$ cat config.mk
export PLATFORM = sky130hd
export DESIGN_NAME = tmr_main
export DESIGN_NICKNAME = d
export VERILOG_FILES = /design/src/rtl/tmr_pkg.sv /design/src/rtl/tmr_counter.sv /design/src/rtl/tmr_compare_bank.sv /design/src/rtl/tmr_irq_encoder.sv /design/src/rtl/tmr_main.sv
export SDC_FILE = /design/constraint.sdc
export NUM_CORES = 1
export LEC_CHECK = 0
export BUFFER_PORTS_ARGS = -buffer_cell sky130_fd_sc_hd__buf_2
export CORE_UTILIZATION = 40
export CTS_CLUSTER_SIZE = 25
export DETAILED_ROUTE_END_ITERATION = 6
export GPL_TIMING_DRIVEN = 0
export PLACE_DENSITY_LB_ADDON = 0.05
export SYNTH_ARGS = -nofsm -noshare
export SYNTH_HDL_FRONTEND = slang
export SYNTH_SLANG_ARGS = --single-unit
$ cat constraint.sdc
create_clock -name clk -period 6.95 [get_ports clk]
set_input_delay 1.39 -clock clk [delete_from_list [all_inputs] [get_ports clk]]
set_output_delay 1.39 -clock clk [all_outputs]
set_load 0.03 [all_outputs]
$ cat src/rtl/tmr_pkg.sv
// Shared constants and types for the free-running timer.
// Assumes a byte-wide register bus with a 6-bit register offset.
package tmr_pkg;
    localparam int ADDR_W = 16;
    localparam int DATA_W = 8;
    localparam int OFF_W  = 6;
    localparam int CNT_W  = 16;
    localparam int PRE_W  = 4;
    localparam int SRC_W  = 3;

    localparam logic [OFF_W-1:0] OFF_CNT_HI  = 6'h0E;
    localparam logic [OFF_W-1:0] OFF_CNT_LO  = 6'h0F;
    localparam logic [OFF_W-1:0] OFF_OC_BASE = 6'h16;
    localparam logic [OFF_W-1:0] OFF_MASK    = 6'h22;
    localparam logic [OFF_W-1:0] OFF_FLAG    = 6'h23;
    localparam logic [OFF_W-1:0] OFF_CTRL    = 6'h24;
    localparam logic [OFF_W-1:0] OFF_STAT    = 6'h25;

    typedef enum logic [1:0] {
        PRE_DIV1  = 2'd0,
        PRE_DIV4  = 2'd1,
        PRE_DIV8  = 2'd2,
        PRE_DIV16 = 2'd3
    } prescale_e;

    // Last prescaler count before a counter step, per divide code.
    function automatic logic [PRE_W-1:0] pre_limit(input prescale_e code);
        case (code)
            PRE_DIV1:  return PRE_W'(0);
            PRE_DIV4:  return PRE_W'(3);
            PRE_DIV8:  return PRE_W'(7);
            default:   return PRE_W'(15);
        endcase
    endfunction
endpackage

$ cat src/rtl/tmr_counter.sv
// Prescaler plus free-running up-counter.
// Produces a one-cycle tick whenever the counter steps, the value it steps to,
// and a wrap pulse coincident with the 0xFFFF -> 0x0000 step.
// Assumes pre_sel may change at any time; a lowered limit takes effect at once.
module tmr_counter
    import tmr_pkg::*;
(
    input  logic             clk,
    input  logic             rst_n,
    input  prescale_e        pre_sel,
    output logic             tick,
    output logic [CNT_W-1:0] cnt,
    output logic [CNT_W-1:0] cnt_nxt,
    output logic             wrap
);
    logic [PRE_W-1:0] pre_q;

    assign tick    = (pre_q >= pre_limit(pre_sel));
    assign cnt_nxt = cnt + CNT_W'(1);
    assign wrap    = tick && (cnt == {CNT_W{1'b1}});

    // Divide the bus clock down to the counting rate.
    always_ff @(posedge clk) begin
        if (!rst_n)    pre_q <= '0;
        else if (tick) pre_q <= '0;
        else           pre_q <= pre_q + PRE_W'(1);
    end

    // Step the main counter on each prescaler tick.
    always_ff @(posedge clk) begin
        if (!rst_n)    cnt <= '0;
        else if (tick) cnt <= cnt_nxt;
    end
endmodule

$ cat src/rtl/tmr_compare_bank.sv
// Bank of output-compare registers, one per channel.
// Each channel compares its value with the counter's next value on a tick, so
// a match is reported on the edge where the counter reaches the value.
// An upper-byte write arms a block that suppresses matches until the lower
// byte arrives.
module tmr_compare_bank
    import tmr_pkg::*;
#(
    parameter int NUM_OC = 5
) (
    input  logic                    clk,
    input  logic                    rst_n,
    input  logic [NUM_OC-1:0]       hi_we,
    input  logic [NUM_OC-1:0]       lo_we,
    input  logic [DATA_W-1:0]       wdata,
    input  logic                    tick,
    input  logic [CNT_W-1:0]        cnt_nxt,
    output logic [NUM_OC*CNT_W-1:0] oc_flat,
    output logic [NUM_OC-1:0]       match
);
    for (genvar g = 0; g < NUM_OC; g++) begin : g_chan
        logic [CNT_W-1:0] oc_q;
        logic             blk_q;

        // Byte-wise update of the compare value and its write block.
        always_ff @(posedge clk) begin
            if (!rst_n) begin
                oc_q  <= {CNT_W{1'b1}};
                blk_q <= 1'b0;
            end else if (hi_we[g]) begin
                oc_q[CNT_W-1:DATA_W] <= wdata;
                blk_q                <= 1'b1;
            end else if (lo_we[g]) begin
                oc_q[DATA_W-1:0] <= wdata;
                blk_q            <= 1'b0;
            end
        end

        assign match[g] = tick && !blk_q && (cnt_nxt == oc_q);
        assign oc_flat[g*CNT_W +: CNT_W] = oc_q;
    end
endmodule

$ cat src/rtl/tmr_irq_encoder.sv
// Priority encoder from pending sources to request, source number and vector.
// Compare channels win over overflow, lowest channel first. Source 0 = idle,
// 1..NUM_OC = compare channels, NUM_OC+1 = overflow. Vectors descend by two
// bytes from VEC_TOP.
module tmr_irq_encoder
    import tmr_pkg::*;
#(
    parameter int          NUM_OC  = 5,
    parameter logic [15:0] VEC_TOP = 16'hFFE8
) (
    input  logic [NUM_OC-1:0] oc_pend,
    input  logic              ovf_pend,
    output logic              irq,
    output logic [SRC_W-1:0]  src,
    output logic [15:0]       vector
);
    localparam logic [SRC_W-1:0] SRC_OVF = SRC_W'(NUM_OC + 1);

    // Pick the highest-priority pending source.
    always_comb begin
        src = '0;
        if (ovf_pend) src = SRC_OVF;
        for (int i = NUM_OC - 1; i >= 0; i--) begin
            if (oc_pend[i]) src = SRC_W'(i + 1);
        end
    end

    // Translate the source number into its vector address.
    always_comb begin
        if (src == '0) vector = '0;
        else           vector = VEC_TOP - 16'({src - SRC_W'(1), 1'b0});
    end

    assign irq = (src != '0);
endmodule

$ cat src/rtl/tmr_main.sv
// Memory-mapped main timer: register decode, flag/mask/control state, read
// path with coherent counter read, and glue to counter, compare bank and
// interrupt encoder. Assumes bus_rd and bus_wr are not asserted together.
// Flag register bit (7-i) belongs to compare channel i+1.
module tmr_main
    import tmr_pkg::*;
#(
    parameter logic [15:0] BASE_ADDR = 16'h1000,
    parameter int          NUM_OC    = 5,
    parameter logic [15:0] VEC_TOP   = 16'hFFE8
) (
    input  logic        clk,
    input  logic        rst_n,
    input  logic [15:0] bus_addr,
    input  logic        bus_wr,
    input  logic        bus_rd,
    input  logic [7:0]  bus_wdata,
    output logic [7:0]  bus_rdata,
    output logic        irq,
    output logic [2:0]  irq_src,
    output logic [15:0] irq_vector
);
    logic                    sel, wr_sel, rd_sel;
    logic [OFF_W-1:0]        off;
    logic [NUM_OC-1:0]       hi_we, lo_we, match;
    logic [NUM_OC-1:0]       mask_q, flag_q, flag_clr;
    logic                    ovf_q, ovf_en_q, flag_wr, stat_wr, ctrl_wr, mask_wr;
    prescale_e               pre_q;
    logic                    tick, wrap;
    logic [CNT_W-1:0]        cnt_q, cnt_nxt;
    logic [NUM_OC*CNT_W-1:0] oc_flat;
    logic [DATA_W-1:0]       rd_val, lo_lat_q;
    logic                    lo_vld_q;

    // Channel vector to register byte, channel i at bit 7-i.
    function automatic logic [DATA_W-1:0] ch_to_byte(input logic [NUM_OC-1:0] v);
        logic [DATA_W-1:0] b;
        b = '0;
        for (int i = 0; i < NUM_OC; i++) b[DATA_W-1-i] = v[i];
        return b;
    endfunction

    // Register byte to channel vector.
    function automatic logic [NUM_OC-1:0] byte_to_ch(input logic [DATA_W-1:0] b);
        logic [NUM_OC-1:0] v;
        for (int i = 0; i < NUM_OC; i++) v[i] = b[DATA_W-1-i];
        return v;
    endfunction

    // Offset of a compare byte; lo selects the lower byte.
    function automatic logic [OFF_W-1:0] oc_off(input int ch, input int lo);
        return OFF_W'(int'(OFF_OC_BASE) + 2 * ch + lo);
    endfunction

    assign sel     = (bus_addr[ADDR_W-1:OFF_W] == BASE_ADDR[ADDR_W-1:OFF_W]);
    assign off     = bus_addr[OFF_W-1:0];
    assign wr_sel  = bus_wr && sel;
    assign rd_sel  = bus_rd && sel;
    assign flag_wr = wr_sel && (off == OFF_FLAG);
    assign stat_wr = wr_sel && (off == OFF_STAT);
    assign ctrl_wr = wr_sel && (off == OFF_CTRL);
    assign mask_wr = wr_sel && (off == OFF_MASK);

    for (genvar g = 0; g < NUM_OC; g++) begin : g_we
        assign hi_we[g] = wr_sel && (off == oc_off(g, 0));
        assign lo_we[g] = wr_sel && (off == oc_off(g, 1));
    end

    tmr_counter u_counter (
        .clk     (clk),
        .rst_n   (rst_n),
        .pre_sel (pre_q),
        .tick    (tick),
        .cnt     (cnt_q),
        .cnt_nxt (cnt_nxt),
        .wrap    (wrap)
    );

    tmr_compare_bank #(.NUM_OC(NUM_OC)) u_compare (
        .clk     (clk),
        .rst_n   (rst_n),
        .hi_we   (hi_we),
        .lo_we   (lo_we),
        .wdata   (bus_wdata),
        .tick    (tick),
        .cnt_nxt (cnt_nxt),
        .oc_flat (oc_flat),
        .match   (match)
    );

    tmr_irq_encoder #(.NUM_OC(NUM_OC), .VEC_TOP(VEC_TOP)) u_encoder (
        .oc_pend  (flag_q & mask_q),
        .ovf_pend (ovf_q && ovf_en_q),
        .irq      (irq),
        .src      (irq_src),
        .vector   (irq_vector)
    );

    assign flag_clr = flag_wr ? byte_to_ch(bus_wdata) : '0;

    // Mask and control registers.
    always_ff @(posedge clk) begin
        if (!rst_n) begin
            mask_q   <= '0;
            ovf_en_q <= 1'b0;
            pre_q    <= PRE_DIV1;
        end else begin
            if (mask_wr) mask_q <= byte_to_ch(bus_wdata);
            if (ctrl_wr) begin
                ovf_en_q <= bus_wdata[DATA_W-1];
                pre_q    <= prescale_e'(bus_wdata[1:0]);
            end
        end
    end

    // Compare flags: set by match, cleared by writing ones; set wins.
    always_ff @(posedge clk) begin
        if (!rst_n) flag_q <= '0;
        else        flag_q <= (flag_q & ~flag_clr) | match;
    end

    // Overflow flag: set by wrap, cleared by writing one to bit 7.
    always_ff @(posedge clk) begin
        if (!rst_n) ovf_q <= 1'b0;
        else        ovf_q <= (ovf_q && !(stat_wr && bus_wdata[DATA_W-1])) || wrap;
    end

    // Read multiplexer over the register offsets.
    always_comb begin
        rd_val = '0;
        case (off)
            OFF_CNT_HI: rd_val = cnt_q[CNT_W-1:DATA_W];
            OFF_CNT_LO: rd_val = lo_vld_q ? lo_lat_q : cnt_q[DATA_W-1:0];
            OFF_MASK:   rd_val = ch_to_byte(mask_q);
            OFF_FLAG:   rd_val = ch_to_byte(flag_q);
            OFF_CTRL:   rd_val = {ovf_en_q, 5'b0, pre_q};
            OFF_STAT:   rd_val = {ovf_q, 7'b0};
            default:    rd_val = '0;
        endcase
        for (int i = 0; i < NUM_OC; i++) begin
            if (off == oc_off(i, 0)) rd_val = oc_flat[i*CNT_W+DATA_W +: DATA_W];
            if (off == oc_off(i, 1)) rd_val = oc_flat[i*CNT_W +: DATA_W];
        end
    end

    // Registered read data; holds between reads.
    always_ff @(posedge clk) begin
        if (!rst_n)      bus_rdata <= '0;
        else if (rd_sel) bus_rdata <= rd_val;
    end

    // Lower-byte latch for a coherent two-byte counter read.
    always_ff @(posedge clk) begin
        if (!rst_n) begin
            lo_lat_q <= '0;
            lo_vld_q <= 1'b0;
        end else if (rd_sel && off == OFF_CNT_HI) begin
            lo_lat_q <= cnt_q[DATA_W-1:0];
            lo_vld_q <= 1'b1;
        end else if (rd_sel && off == OFF_CNT_LO) begin
            lo_vld_q <= 1'b0;
        end
    end
endmodule

==> results of run 1 <==
==> state kept, by name (all words and copies together) (netlist names), 2 cells and up <==
register	count
u_compare.g_chan.oc_q	80
u_counter.cnt	16
bus_rdata	8
lo_lat_q	8
flag_q	5
mask_q	5
u_compare.g_chan.blk_q	5
u_counter.pre_q	4
pre_q	2
==> synthesized netlist by cell type, types with 9 or more instances <==
library cell / instances / share of area, %
nand2_1: 221 / 9.6
dfxtp_1: 136 / 32
nand3_1: 104 / 6.0
nor2_1: 84 / 3.7
xnor2_1: 69 / 7.0
clkbuf_1: 62 / 2.7
o21ai_0: 32 / 1.9
a21oi_1: 31 / 1.8
inv_1: 30 / 1.3
mux2i_1: 28 / 3.3
xor2_1: 25 / 2.5
nor3_1: 22 / 1.3
and2_1: 14 / 1.0
o211ai_1: 14 / 1.2
xnor3_1: 12 / 3.1
buf_4: 11 / 0.96
ha_1: 10 / 1.5
nand4_1: 10 / 0.73
a31oi_1: 9 / 0.65
==> routing by layer <==
metal	wire length, um	share of wire (%)
met1	16200	43
met2	16900	45
met3	3100	8.2
met4	1550	4.1
met5	0	0
==> logic make-up (layout without fill, tap and decap cells) <==
logic type	Yosys count	count (layout)	synth area share, %
AO/OA/AOI/OAI	167	167	13.9
adder cells (fa/ha/maj)	10	10	1.45
AND/OR/NAND/NOR	524	524	28.7
buffers and inverters	120	204	5.91
XOR/XNOR	107	107	13.0
flip-flops	136	136	31.6
other	1	1	0.0436
multiplexers	40	40	5.35
==> critical path, cell delays in order, from the launching register on <==
cell and delay, ns:
dfxtp_1 0.38, a22oi_1 0.22, a31oi_1 0.12, a21o_1 0.21
ha_1 0.20, and2_1 0.18, inv_1 0.28, o211a_1 0.22
buf_2 0.19
==> power by group <==
| part | total [mW] | switching [mW] | internal, mW |
|---|---|---|---|
| sequential | 0.783 | 0.00272 | 0.780 |
| clock | 0.889 | 0.420 | 0.469 |
| combinational | 0.131 | 0.0959 | 0.0347 |
==> layout make-up <==
cell class | instances | area, um2 | share of cell area [%]
Clock buffer | 17 | 425 | 4.35
Multi-Input combinational cell | 849 | 5390 | 55.1
Clock inverter | 15 | 129 | 1.32
Inverter | 32 | 120 | 1.23
Sequential cell | 136 | 2720 | 27.8
Buffer | 88 | 389 | 3.98
Timing Repair Buffer | 52 | 260 | 2.66
Tap cell | 275 | 344 | 3.52
==> path summary, 6_finish.rpt <==
| kind | start | slack, ns | to | cells after the start |
|---|---|---|---|---|
| hold / removal | u_counter.pre_q[0] | 0.47 | u_counter.pre_q[0] | 1 |
| setup / recovery | flag_q[3] | 3.12 | irq_vector[4] | 8 |
| hold reg to reg | u_counter.pre_q[0] | 0.47 | u_counter.pre_q[0] | 1 |
| setup reg to reg | u_counter.cnt[11] | 3.32 | flag_q[2] | 7 |
==> metrics by stage <==
stage,utilization (%),worst slack [ns],std cells
4_1_cts,46.4,2.81,1464
3_3_place_gp,43.7,2.38,1432
6_report,46.4,3.12,1464
5_1_grt,46.4,2.97,1464
3_5_place_dp,43.7,2.40,1432
2_1_floorplan,-,3.45,1105
==> impl_metrics.sql, run 1 <==
INSERT INTO impl_metrics (metric_group, metric, value, unit) VALUES
('outcome', 'outcome', 'complete, no violations', ''),
('timing', 'timing.final.setup_violations', '0', ''),
('placement', 'placed_area', '9220', 'um2'),
('global_routing', 'grt_first_pass_wirelength', '55100', 'um'),
('power', 'p_leak', '3.96', 'nW'),
('floorplanning', 'coreArea', '21100', 'um2'),
('timing', 'hold_ws', '0.473', 'ns'),
('routing', 'vias', '8755', ''),
('clock_network', 'post_cts_hold_buffer_count', '0', ''),
('global_routing', 'most_used_routing_layer_in_global_routing', 'met2', ''),
('logic_synthesis', 'post_synthesis_instance_area', '8610', 'um2'),
('cells_and_area', 'most_frequent_standard_cell_in_the_layout_excluding_fill_and_tap_cells', 'nand2_1', ''),
('routing', 'postRouteAntennaNets', '0', ''),
('timing', 'fmaxAchievable', '261', 'MHz'),
('cells_and_area', 'finalNetCount', '1214', ''),
('timing', 'report.final.slew_viol_count', '0', ''),
('power', 'cellPowerDensity', '184', 'nW/um2'),
('clock_network', 'cts_buffers', '17', ''),
('global_routing', 'routing_usage_on_met2', '54.4', '%'),
('clock_network', 'clk_pin_slew', '0.06', 'ns'),
('cells_and_area', 'n_fill_cell', '2172', ''),
('global_routing', 'grt_pass1_vias', '8071', ''),
('clock_network', 'cts_resized', '0', ''),
('timing', 'finalSetupTns', '0', 'ns'),
('cells_and_area', 'final_layout_size_suffix_gt1_share', '11.2', '%'),
('placement', 'place_hpwl', '28500', 'um'),
('clock_network', 'cts_htree_levels', '4', ''),
('timing', 'final_hold_viol_count', '0', ''),
('floorplanning', 'die_h', '149', 'um'),
('routing', 'routed_wl', '37800', 'um'),
('timing', 'setup_repair_after_global_routing_missed_its_margin', 'no', ''),
('cells_and_area', 'finish.instance_area', '9780', 'um2'),
('worst_setup_path', 'critical_path_arrival', '2.44', 'ns'),
('timing', 'worst_pin_slew', '1.40', 'ns'),
('timing', 'period_share', '55.1', '%'),
('clock_network', 'cts_tree', 'done', ''),
('logic_synthesis', 'synth_top_flop_cell', 'dfxtp_1', ''),
('timing', 'clock-skew-final', '0.0121', 'ns'),
('logic_synthesis', 'ys_ff_latch', '136', ''),
('global_routing', 'grt_util_met1', '47.5', '%'),
('placement', 'portBuffers', '52', ''),
('power', 'power.total', '1.80', 'mW'),
('timing', 'slew_headroom', '5.75', '%'),
('placement', 'gp_congestion', '0.991', ''),
('floorplanning', 'design.die.area', '22100', 'um2'),
('logic_synthesis', 'synth_enable_flop_cells', '0', ''),
('logic_synthesis', 'synth_async_sr_flop_share', '0', '%'),
('floorplanning', 'floorplan.rows', '53', ''),
('run', 'cap_viol_max_count', '0', ''),
('global_routing', 'grt_overflow', '0', ''),
('floorplanning', 'floorplan.die.width', '149', 'um'),
('worst_setup_path', 'start_kind', 'flip-flop', ''),
('worst_setup_path', 'crit_path_end_kind', 'output port', ''),
('logic_synthesis', 'synthesis.nets', '1143', ''),
('floorplanning', 'io_pins', '56', ''),
('routing', 'drtPass1Iterations', '5', ''),
('cells_and_area', 'commonest_cells_after_routing_fill_and_taps_aside', 'nand2_1, dfxtp_1, nand3_1', ''),
('min_path', 'hold_path.class', 'flip-flop to flip-flop', ''),
('worst_setup_path', 'critPathKind', 'flip-flop to output port', ''),
('floorplanning', 'initial_utilization', '40.8', '%'),
('routing', 'post_drt_wl_per_cell', '25.8', 'um'),
('logic_synthesis', 'syn_inst', '1105', ''),
('routing', 'detail_route.iter0.violations', '924', ''),
('power', 'irDropWorstVdd', '0.119', 'mV'),
('timing', 'period_minus_slack', '3.83', 'ns'),
('global_routing', 'globalRouteTotalUtil', '35.1', '%'),
('routing', 'via_per_inst', '5.98', ''),
('logic_synthesis', 'synth_seq_area_share', '31.6', '%'),
('worst_setup_path', 'cp.required', '5.56', 'ns'),
('routing', 'drc_errors', '0', ''),
('worst_setup_path', 'worst-path-max-fanout', '12', ''),
('cells_and_area', 'syn2layout_area_growth', '13.6', '%'),
('global_routing', 'number_of_antenna_violations_at_the_first_check_in_global_routing', '1', ''),
('logic_synthesis', 'synthDistinctLibCells', '78', ''),
('clock_network', 'clock-root-buffer', 'clkbuf_16', ''),
('cells_and_area', 'insertedDiodeCount', '0', ''),
('clock_network', 'cts.repair_timing.setup_buffer_count', '0', ''),
('clock_network', 'clk_latency', '0.45', 'ns'),
('clock_network', 'cts_max_path_buffers', '2', ''),
('logic_synthesis', 'post_synth.cell_area_avg', '7.79', 'um2'),
('global_routing', 'grt_start_max_net_pins', '17', ''),
('logic_synthesis', 'ys_warn_count', '0', ''),
('clock_network', 'clkSinkCount', '136', ''),
('global_routing', 'grt.met3_usage', '6.60', '%');
Note: power is estimated with default switching activity, not from simulation.
==> run 2, diff against run 1 <==
- ABC_AREA: unset -> 1
- clock period: 6.95 -> 3.5 ns (I/O delays scaled with it)
==> impl_metrics.sql, run 2 <==
INSERT INTO impl_metrics (metric_group, metric, value, unit) VALUES
('global_routing', 'grt_start_max_net_pins', '17', ''),
('worst_setup_path', 'start_kind', 'flip-flop', ''),
('placement', 'place_hpwl', '21100', 'um'),
('cells_and_area', 'finalNetCount', '1207', ''),
('logic_synthesis', 'synthTopCellsByArea', 'dfxtp_1, nand2_1, o211ai_1, nor2_1, inv_1', ''),
('floorplanning', 'initial_utilization', '40.8', '%'),
('timing', 'clock-skew-final', '0.0139', 'ns'),
('routing', 'vias', '7770', ''),
('power', 'p_leak', '4.06', 'nW'),
('logic_synthesis', 'synth_async_sr_flop_share', '0', '%'),
('power', 'intPower', '2.69', 'mW'),
('timing', 'final_hold_viol_count', '0', ''),
('clock_network', 'cts_buffers', '17', ''),
('routing', 'route.met3.wl', '2100', 'um'),
('global_routing', 'globalRouteTotalUtil', '30.4', '%'),
('logic_synthesis', 'synth_area_leader_cell', 'dfxtp_1', ''),
('run', 'cap_viol_max_count', '0', ''),
('cells_and_area', 'max_flop_register', 'u_compare.g_chan.oc_q', ''),
('worst_setup_path', 'critPathKind', 'flip-flop to output port', ''),
('worst_setup_path', 'critical_path_arrival', '2.40', 'ns'),
('power', 'cellPowerDensity', '443', 'nW/um2'),
('worst_setup_path', 'critical-path-slowest-cell', 'dfxtp_1', ''),
('worst_setup_path', 'worst-path-max-fanout', '14', ''),
('cells_and_area', 'insertedDiodeCount', '0', ''),
('cells_and_area', 'max_ffs_per_register', '80', ''),
('floorplanning', 'coreArea', '18700', 'um2'),
('power', 'power_switching', '1.19', 'mW'),
('logic_synthesis', 'yosys.area_share.xor_xnor', '5.74', '%'),
('logic_synthesis', 'synth.cells.most_frequent', 'nand2_1, dfxtp_1, nor2_1', ''),
('logic_synthesis', 'simple_logic_cell_fraction_of_the_synthesized_area', '29.9', '%'),
('routing', 'routed_wl', '29000', 'um'),
('clock_network', 'clk_pin_slew', '0.07', 'ns'),
('logic_synthesis', 'synthMostInstantiatedCell', 'nand2_1', ''),
('routing', 'top_signal_layer_used', 'met4', ''),
('timing', 'fmaxAchievable', '322', 'MHz'),
('logic_synthesis', 'synth_area_in_compound_gates', '18.8', '%'),
('worst_setup_path', 'worstPathCellList', 'nand2_1 -> nand2_1 -> inv_1 -> nand2_1 -> o21a_1 -> inv_1 -> ha_1 -> nand2_1 -> o21ai_0 -> a21oi_1 -> buf_2', ''),
('logic_synthesis', 'synthDistinctLibCells', '44', ''),
('timing', 'timing.final.setup_violations', '0', ''),
('timing', 'setup_repair_after_global_routing_missed_its_margin', 'no', ''),
('cells_and_area', 'most_frequent_standard_cell_in_the_layout_excluding_fill_and_tap_cells', 'nand2_1', ''),
('timing', 'slew_headroom', '28.4', '%'),
('floorplanning', 'floorplan.die.width', '140', 'um'),
('routing', 'detail_route.iter0.violations', '742', ''),
('logic_synthesis', 'post_synth.cell_area_avg', '6.95', 'um2'),
('routing', 'drtPass1Iterations', '6', ''),
('global_routing', 'grt_overflow', '0', ''),
('placement', 'gp_congestion', '0.921', ''),
('logic_synthesis', 'yosysTopAreaCellShare', '35.7', '%'),
('power', 'share_comb_of_total_power', '12.2', '%'),
('routing', 'postRouteAntennaNets', '0', ''),
('placement', 'portBuffers', '53', ''),
('logic_synthesis', 'synthesis.nets', '1135', ''),
('logic_synthesis', 'synth_top_family_by_area', 'simple AND/OR/NAND/NOR gates', ''),
('cells_and_area', 'reg.largest.list', 'u_compare.g_chan.oc_q: 80 flops, u_counter.cnt: 16 flops', ''),
('clock_network', 'cts_htree_levels', '4', ''),
('cells_and_area', 'syn2layout_area_growth', '14.9', '%'),
('logic_synthesis', 'post_synthesis_instance_area', '7620', 'um2'),
('worst_setup_path', 'cp.required', '2.80', 'ns'),
('clock_network', 'post_cts_hold_buffer_count', '0', ''),
('clock_network', 'clkSinkCount', '136', ''),
('worst_setup_path', 'worst_path_most_repeated_cell', 'nand2_1', ''),
('global_routing', 'grt_pass1_vias', '7050', ''),
('clock_network', 'cts_resized', '0', ''),
('worst_setup_path', 'crit_path_end_kind', 'output port', ''),
('cells_and_area', 'commonest_cells_after_routing_fill_and_taps_aside', 'nand2_1, dfxtp_1, nor2_1', ''),
('timing', 'worst_pin_slew', '1.07', 'ns'),
('routing', 'route.met2.wl', '12900', 'um'),
('power', 'p_seq_share', '40.8', '%'),
('power', 'share_clk_of_total_power', '47.0', '%'),
('logic_synthesis', 'ys_warn_count', '0', ''),
('logic_synthesis', 'synth_seq_area_share', '35.7', '%'),
('min_path', 'hold_path.class', 'flip-flop to flip-flop', ''),
('routing', 'via_per_inst', '5.49', ''),
('worst_setup_path', 'critical-path-max-stage-delay', '0.39', 'ns'),
('routing', 'wirelength_met1', '13000', 'um'),
('clock_network', 'cts_tree', 'done', ''),
('clock_network', 'clock-root-buffer', 'clkbuf_16', ''),
('logic_synthesis', 'synth.area.mux_share', '0', '%'),
('timing', 'period_minus_slack', '3.10', 'ns'),
('logic_synthesis', 'synth_top_flop_cell', 'dfxtp_1', ''),
('clock_network', 'cts_max_path_buffers', '2', ''),
('logic_synthesis', 'ys_ff_latch', '136', ''),
('clock_network', 'cts.repair_timing.setup_buffer_count', '0', ''),
('timing', 'finalSetupTns', '0', 'ns'),
('floorplanning', 'floorplan.rows', '50', ''),
('global_routing', 'grt_first_pass_wirelength', '43400', 'um'),
('timing', 'period_share', '88.6', '%'),
('clock_network', 'clk_latency', '0.43', 'ns'),
('cells_and_area', 'final_layout_size_suffix_gt1_share', '11.8', '%'),
('logic_synthesis', 'syn_inst', '1097', ''),
('logic_synthesis', 'synth_enable_flop_cells', '0', ''),
('floorplanning', 'die_h', '140', 'um'),
('global_routing', 'number_of_antenna_violations_at_the_first_check_in_global_routing', '0', ''),
('logic_synthesis', 'synth_fa_ha_area_share', '1.64', '%'),
('outcome', 'outcome', 'complete, no violations', ''),
('power', 'irDropWorstVdd', '0.280', 'mV'),
('floorplanning', 'design.die.area', '19600', 'um2'),
('timing', 'report.final.slew_viol_count', '0', ''),
('power', 'switching_share', '30.6', '%'),
('floorplanning', 'io_pins', '56', ''),
('routing', 'post_drt_wl_per_cell', '20.5', 'um'),
('cells_and_area', 'final_cells', '1416', ''),
('placement', 'dpl.cell_count', '1384', ''),
('routing', 'drc_errors', '0', '');
[run 2: metal layers]
layer / GRT usage, % / vias up
met2: 47.7 / 278
met4: 12.6 / 0
met5: 0 / -
li1: - / 3816
met3: 6.46 / 60
met1: 40.5 / 3616
[run 2: power groups by stage]
stage               Sequential [mW]  Clock (mW)  Combinational (mW)
floorplan                      1.61           0               0.263
global placement               1.62           0               0.459
detailed placement             1.62           0               0.460
CTS                            1.58        1.83               0.461
global route                   1.59        1.90               0.500
finish                         1.58        1.82               0.472
[run 2: path summary, 6_finish.rpt]
path | end | cells after the start | from | slack [ns]
setup / recovery | irq_vector[2] | 11 | flag_q[0] | 0.40
hold reg to reg | u_compare.g_chan[4].blk_q | 2 | u_compare.g_chan[4].blk_q | 0.46
hold / removal | u_compare.g_chan[4].blk_q | 2 | u_compare.g_chan[4].blk_q | 0.46
setup reg to reg | flag_q[2] | 11 | u_counter.cnt[0] | 0.80
[run 2: through the flow]
step	setup slack, ns	instance area (um2)	power (mW)	utilization [%]	hold slack [ns]
final	0.397	8760	3.88	46.8	0.463
after detailed placement	0.499	8180	2.08	43.7	0.455
after global routing	0.182	8760	3.99	46.8	0.494
after floorplan	0.278	7620	1.88	-	0.430
after CTS	0.402	8760	3.88	46.8	0.465
after global placement	0.484	8180	2.08	43.7	0.445
[run 2: area by class of cell]
cell class	instances	area, um2
repair buffers	53	265
fillers	1953	9950
well taps	234	293
plain buffers	43	206
clock buffers	17	425
multi-input cells	807	4280
inverters	111	417
flip-flops and latches	136	2720
clock inverters	15	151
[run 2: worst max-delay path: cells and delay by family, from the launching register on]
family,cells,cell delay (ns)
flip-flops,1,0.39
AO/OA/AOI/OAI,3,0.53
AND/OR/NAND/NOR,4,0.51
adder cells (fa/ha/maj),1,0.18
buffers and inverters,3,0.36
[run 2: kinds of logic (layout without fill, tap and decap cells)]
kind of cell,Yosys count,after routing
buf+inv,154,239
simple gates,524,524
fa+ha+maj,10,10
xor+xnor,46,46
flops,136,136
other cells,1,1
compound gates,226,226
